===== config.mk =====
export PLATFORM = sky130hd
export DESIGN_NAME = uart_txq_top
export DESIGN_NICKNAME = d
export VERILOG_FILES = /design/src/rtl/txq_pkg.sv /design/src/rtl/txq_store.sv /design/src/rtl/txq_flag_fsm.sv /design/src/rtl/uart_txq_top.sv
export SDC_FILE = /design/constraint.sdc
export NUM_CORES = 1
export LEC_CHECK = 0
export ABC_AREA = 1
export BUFFER_PORTS_ARGS = -buffer_cell sky130_fd_sc_hd__buf_2
export CORE_MARGIN = 8
export CORE_UTILIZATION = 55
export CTS_CLUSTER_DIAMETER = 100
export DETAILED_ROUTE_END_ITERATION = 8
export PLACE_DENSITY = 0.73
export SKIP_CTS_REPAIR_TIMING = 1
export SLEW_MARGIN = 20
export SYNTH_ARGS = -nofsm -noshare
export SYNTH_HDL_FRONTEND = slang
export SYNTH_HIERARCHICAL = 1
export SYNTH_SLANG_ARGS = --single-unit

===== constraint.sdc =====
create_clock -name clk -period 8.1 [get_ports clk]
set_clock_uncertainty 0.2 [all_clocks]
set_input_delay 0.405 -clock clk [delete_from_list [all_inputs] [get_ports clk]]
set_output_delay 0.405 -clock clk [all_outputs]
set_load 0.1 [all_outputs]

===== src/rtl/txq_pkg.sv =====
package txq_pkg;
    typedef enum logic [1:0] {
        FLG_DRAINED = 2'd0,
        FLG_LOW     = 2'd1,
        FLG_ARMED   = 2'd2
    } flag_state_t;

    // Trigger level halves with each step of the select code.
    function automatic int trig_level(input int base, input logic [1:0] sel);
        return base >> sel;
    endfunction
endpackage


===== src/rtl/txq_store.sv =====
module txq_store #(
    parameter int W     = 8,
    parameter int DEPTH = 16,
    parameter int PW    = $clog2(DEPTH),
    parameter int CW    = $clog2(DEPTH + 1)
) (
    input  logic          clk,
    input  logic          rst_n,
    input  logic          clear,
    input  logic          push,
    input  logic          pop,
    input  logic [W-1:0]  din,
    output logic [W-1:0]  dout,
    output logic [CW-1:0] count,
    output logic [CW-1:0] count_next,
    output logic          push_ok
);
    localparam logic [PW-1:0] LAST = PW'(DEPTH - 1);
    localparam logic [CW-1:0] FULL = CW'(DEPTH);

    logic [W-1:0]  mem [DEPTH];
    logic [PW-1:0] wr_ptr, rd_ptr;

    function automatic logic [PW-1:0] bump(input logic [PW-1:0] p);
        return (p == LAST) ? '0 : p + 1'b1;
    endfunction

    assign push_ok    = push && (count != FULL);
    assign dout       = mem[rd_ptr];
    assign count_next = clear ? '0 : count + CW'(push_ok) - CW'(pop);

    always_ff @(posedge clk) begin
        if (push_ok && !clear)
            mem[wr_ptr] <= din;
    end

    always_ff @(posedge clk or negedge rst_n) begin
        if (!rst_n) begin
            wr_ptr <= '0;
            rd_ptr <= '0;
            count  <= '0;
        end else if (clear) begin
            wr_ptr <= '0;
            rd_ptr <= '0;
            count  <= '0;
        end else begin
            if (push_ok) wr_ptr <= bump(wr_ptr);
            if (pop)     rd_ptr <= bump(rd_ptr);
            count <= count_next;
        end
    end
endmodule


===== src/rtl/txq_flag_fsm.sv =====
module txq_flag_fsm
    import txq_pkg::*;
#(
    parameter int CW = 5
) (
    input  logic          clk,
    input  logic          rst_n,
    input  logic          clear,
    input  logic          pop_evt,
    input  logic          dma_evt,
    input  logic [CW-1:0] count_next,
    input  logic [CW-1:0] trig,
    input  logic          irq_en,
    output logic          tend,
    output logic          tdfe,
    output logic          irq
);
    flag_state_t state, state_nxt;
    logic at_or_below, drained;

    assign at_or_below = (count_next <= trig);
    assign drained     = (count_next == '0);

    // State register
    always_ff @(posedge clk or negedge rst_n) begin
        if (!rst_n) state <= FLG_DRAINED;
        else        state <= state_nxt;
    end

    // Next-state logic
    always_comb begin
        state_nxt = state;
        if (clear) begin
            state_nxt = FLG_DRAINED;
        end else begin
            unique case (state)
                FLG_DRAINED: begin
                    if (dma_evt)
                        state_nxt = at_or_below ? FLG_LOW : FLG_ARMED;
                end
                FLG_LOW: begin
                    if (pop_evt && drained)
                        state_nxt = FLG_DRAINED;
                    else if (dma_evt && !at_or_below)
                        state_nxt = FLG_ARMED;
                end
                FLG_ARMED: begin
                    if (pop_evt && drained)
                        state_nxt = FLG_DRAINED;
                    else if (pop_evt && at_or_below)
                        state_nxt = FLG_LOW;
                end
                default: state_nxt = FLG_DRAINED;
            endcase
        end
    end

    // Flag outputs
    always_comb begin
        unique case (state)
            FLG_DRAINED: begin tend = 1'b1; tdfe = 1'b1; end
            FLG_LOW:     begin tend = 1'b0; tdfe = 1'b1; end
            default:     begin tend = 1'b0; tdfe = 1'b0; end
        endcase
    end

    // Interrupt request
    always_ff @(posedge clk or negedge rst_n) begin
        if (!rst_n)
            irq <= 1'b0;
        else if (!irq_en)
            irq <= 1'b0;
        else if (clear || (pop_evt && at_or_below))
            irq <= 1'b1;
        else if (dma_evt && !at_or_below)
            irq <= 1'b0;
    end
endmodule


===== src/rtl/uart_txq_top.sv =====
module uart_txq_top
    import txq_pkg::*;
#(
    parameter int W         = 8,
    parameter int DEPTH     = 16,
    parameter int TRIG_BASE = 8,
    localparam int CW       = $clog2(DEPTH + 1)
) (
    input  logic          clk,
    input  logic          rst_n,
    input  logic          wr_en,
    input  logic          wr_dma,
    input  logic [W-1:0]  wr_data,
    input  logic          frame_tick,
    input  logic          tx_enable,
    input  logic          fifo_clear,
    input  logic [1:0]    trig_sel,
    input  logic          irq_enable,
    input  logic          loopback,
    input  logic          rx_enable,
    output logic [W-1:0]  tx_data,
    output logic          tx_valid,
    output logic          lb_valid,
    output logic [CW-1:0] fill_count,
    output logic          tend,
    output logic          tdfe,
    output logic          tx_irq
);
    logic [W-1:0]  head_byte;
    logic [CW-1:0] cnt_nxt, trig;
    logic          pop, push, push_ok, dma_evt;

    assign trig    = CW'(trig_level(TRIG_BASE, trig_sel));
    assign pop     = frame_tick && tx_enable && (fill_count != '0) && !fifo_clear;
    assign push    = wr_en && !fifo_clear;
    assign dma_evt = push_ok && wr_dma && !fifo_clear;

    txq_store #(.W(W), .DEPTH(DEPTH)) u_store (
        .clk        (clk),
        .rst_n      (rst_n),
        .clear      (fifo_clear),
        .push       (push),
        .pop        (pop),
        .din        (wr_data),
        .dout       (head_byte),
        .count      (fill_count),
        .count_next (cnt_nxt),
        .push_ok    (push_ok)
    );

    txq_flag_fsm #(.CW(CW)) u_flags (
        .clk        (clk),
        .rst_n      (rst_n),
        .clear      (fifo_clear),
        .pop_evt    (pop),
        .dma_evt    (dma_evt),
        .count_next (cnt_nxt),
        .trig       (trig),
        .irq_en     (irq_enable),
        .tend       (tend),
        .tdfe       (tdfe),
        .irq        (tx_irq)
    );

    always_ff @(posedge clk or negedge rst_n) begin
        if (!rst_n) begin
            tx_data  <= '0;
            tx_valid <= 1'b0;
            lb_valid <= 1'b0;
        end else begin
            if (pop) tx_data <= head_byte;
            tx_valid <= pop && !loopback;
            lb_valid <= pop && loopback && rx_enable;
        end
    end
endmodule


==> impl_metrics.yaml <==
status:
  status: "completed"
setup_path:
  arrival_ns: 4.19
  critical_path_class: "flip-flop to flip-flop"
  path_common_cell: "nand2_1"
  cp-end-kind: "flip-flop"
  cpPeakStageDelay_ns: 0.45
  slowest_stage: "dfrtp_1"
  cp-start-kind: "flip-flop"
  path_max_fanout: 11
  worstPathRequired_ns: 8.26
cts:
  htree_levels: 4
  clk_path_buf_depth: 2
  clkTransAtPathRegs_ns: 0.06
  clk_latency_ns: 0.42
  cts_root_buffer: "clkbuf_16"
  cts_sinks: 154
  numCtsBuffers: 17
  cts_tree: "yes"
global_routing:
  use_met1_pct: 24.5
  antenna_found_initial: 0
  grt_pass1_wl_um: 26600
  grt_util_all_layers_pct: 19.5
  grt_max_degree: 69
  grtUsageMet3_pct: 4.00
  grt_overflow: 0
  use_met2_pct: 31.9
  grt_pass1_vias: 5131
  grt_busiest_layer: "met2"
cells_and_area:
  layout_commonest_cell: "nand2_1"
  nets: 864
  fin_util_pct: 63.3
  drive_above_1_share_pct: 13.2
  n_fill_cell: 1077
  mostFrequentLayoutCells: "nand2_1, inv_1, edfxtp_1, nand3_1, buf_2"
  diodes: 0
  area_growth_syn_to_layout_pct: 12.6
yosys:
  ys_types: 32
  synth_nets: 827
  syn_inst: 790
  yosysSeqAreaShare_pct: 60.3
  syn_area_sq_mm: 0.00745
  syn-mean-instance-area_sq_um: 9.43
  yosys_register_bits: 154
  synth_warnings: 6
placement:
  gp_congestion: 0.843
  dp_hpwl_um: 10500
  portBuffers: 37
die:
  start_util_pct: 56.2
  dieArea_sq_mm: 0.0175
  ioPinCount: 38
  core_area_sq_mm: 0.0132
  die_x_um: 132
  dieHeight_um: 132
  rows: 42
timing:
  setup_violations: 0
  hold_viol: 0
  rsz0062_at_grt: "false"
  worst_pin_slew_ns: 0.892
  slew_viol_final: 0
  layout_worst_path_cycle_share_pct: 49.7
  min_period_ns: 4.03
  maxSlewHeadroom_pct: 40.3
  tns_ns: 0
  timing.fmax_ghz: 0.248
power_and_ir_drop:
  switching_share_pct: 35.0
  p_comb_share_pct: 27.0
  leakage_uw: 0.00393
  power.share.clock_pct: 35.5
  ir_drop_mv: 0.188
  power.share.sequential_pct: 37.5
  finalPower_uw: 2480
  p_int_uw: 1610
  switchingPower_uw: 869
  p_per_area_mw_per_mm2: 296
route:
  drt_iter0_markers: 547
  firstDrtPassIters: 5
  final_antenna_net_count: 0
  wl_per_cell_um: 16.3
  via_per_inst: 5.17
  drc: 0
  detail_route.wirelength_um: 16500
  vias: 5253
job:
  cap_violations: 0
min_path:
  hp-class: "primary input to flip-flop"
==> power groups by stage <==
stage | Sequential (uW) | Combinational, uW | Clock (uW)
after global routing | 937 | 719 | 929
final | 931 | 669 | 882
after detailed placement | 947 | 659 | 0
after floorplan | 1160 | 318 | 0
after global placement | 945 | 643 | 0
after CTS | 931 | 664 | 894
==> Yosys cell counts (all sizes together) <==
cell type	number	area (sq um)
a21oi	6	33.8
a31oi	1	6.26
buf	24	181
clkinv	2	7.51
conb	1	3.75
dfrtp	26	651
edfxtp	128	3840
fa	1	20.0
ha	16	200
inv	169	637
nand2	255	1020
nand3	104	553
nand4	2	12.5
nor2	41	198
nor3	1	5.00
o21ai	9	45.0
o22ai	1	6.26
xor2	3	26.3
==> stage by stage <==
stage	instance area, sq um	setup slack, ns	hold WS, ns	instances
floorplan	7450	3.99	-0.0906	790
global placement	7690	4.27	0.231	981
detailed placement	7690	4.06	0.244	981
CTS	8360	4.11	-0.211	1013
global route	8390	3.72	0.0151	1016
finish	8390	4.07	0.0207	1016
==> cells by family (layout without fill, tap and decap cells) <==
logic type | Yosys count | count (layout) | share of synthesized area (%)
adder cells (fa/ha/maj) | 17 | 17 | 2.96
AO/OA/AOI/OAI | 17 | 17 | 1.23
flip-flops | 154 | 154 | 60.3
AND/OR/NAND/NOR | 403 | 403 | 24.0
other | 1 | 1 | 0.0504
buffers and inverters | 195 | 245 | 11.1
XOR/XNOR | 3 | 3 | 0.353
==> final timing paths <==
kind / cells past startpoint / endpoint / from / slack, ns
min in group asynchronous: 2 / tx_data[7] / rst_n / 0.33
worst max-delay path: 26 / u_flags/state[0] / u_store/count[1] / 4.07
max in group asynchronous: 2 / u_store/rd_ptr[0] / rst_n / 6.95
worst min-delay path: 3 / lb_valid / rx_enable / 0.02
worst min register to register: 2 / tx_data[7] / tx_data[7] / 0.27
worst max register to register: 26 / u_flags/state[0] / u_store/count[1] / 4.07
==> layout make-up <==
| class | instances | area (sq um) | share of cell area [%] |
|---|---|---|---|
| Tap cell | 176 | 220 | 2.63 |
| Timing Repair Buffer | 42 | 230 | 2.75 |
| Clock buffer | 20 | 457 | 5.45 |
| Multi-Input combinational cell | 441 | 2130 | 25.4 |
| Sequential cell | 154 | 4500 | 53.6 |
| Clock inverter | 12 | 211 | 2.52 |
| Inverter | 171 | 644 | 7.68 |
==> worst max-delay path: cells and delay by family, from the launching register on <==
| family | cells | cell delay, ns |
|---|---|---|
| compound gates | 1 | 0.07 |
| fa+ha+maj | 4 | 1.18 |
| buf+inv | 5 | 0.40 |
| flops | 1 | 0.45 |
| simple gates | 16 | 1.66 |
==> registers in the layout, summed over array words and instances, names as in the netlist <==
signal / count
u_store/mem: 128
tx_data: 8
u_store/count: 5
u_store/rd_ptr: 4
u_store/wr_ptr: 4
u_flags/state: 2
lb_valid: 1
tx_valid: 1
u_flags/irq: 1
==> metal layers <==
metal  up-vias  part of all wire, %
li1       2545                    -
met1      2464                   42
met2       213                   49
met3        31                  6.1
met4         0                  2.1
met5         -                    0
Power figures use the tool's default switching activity.
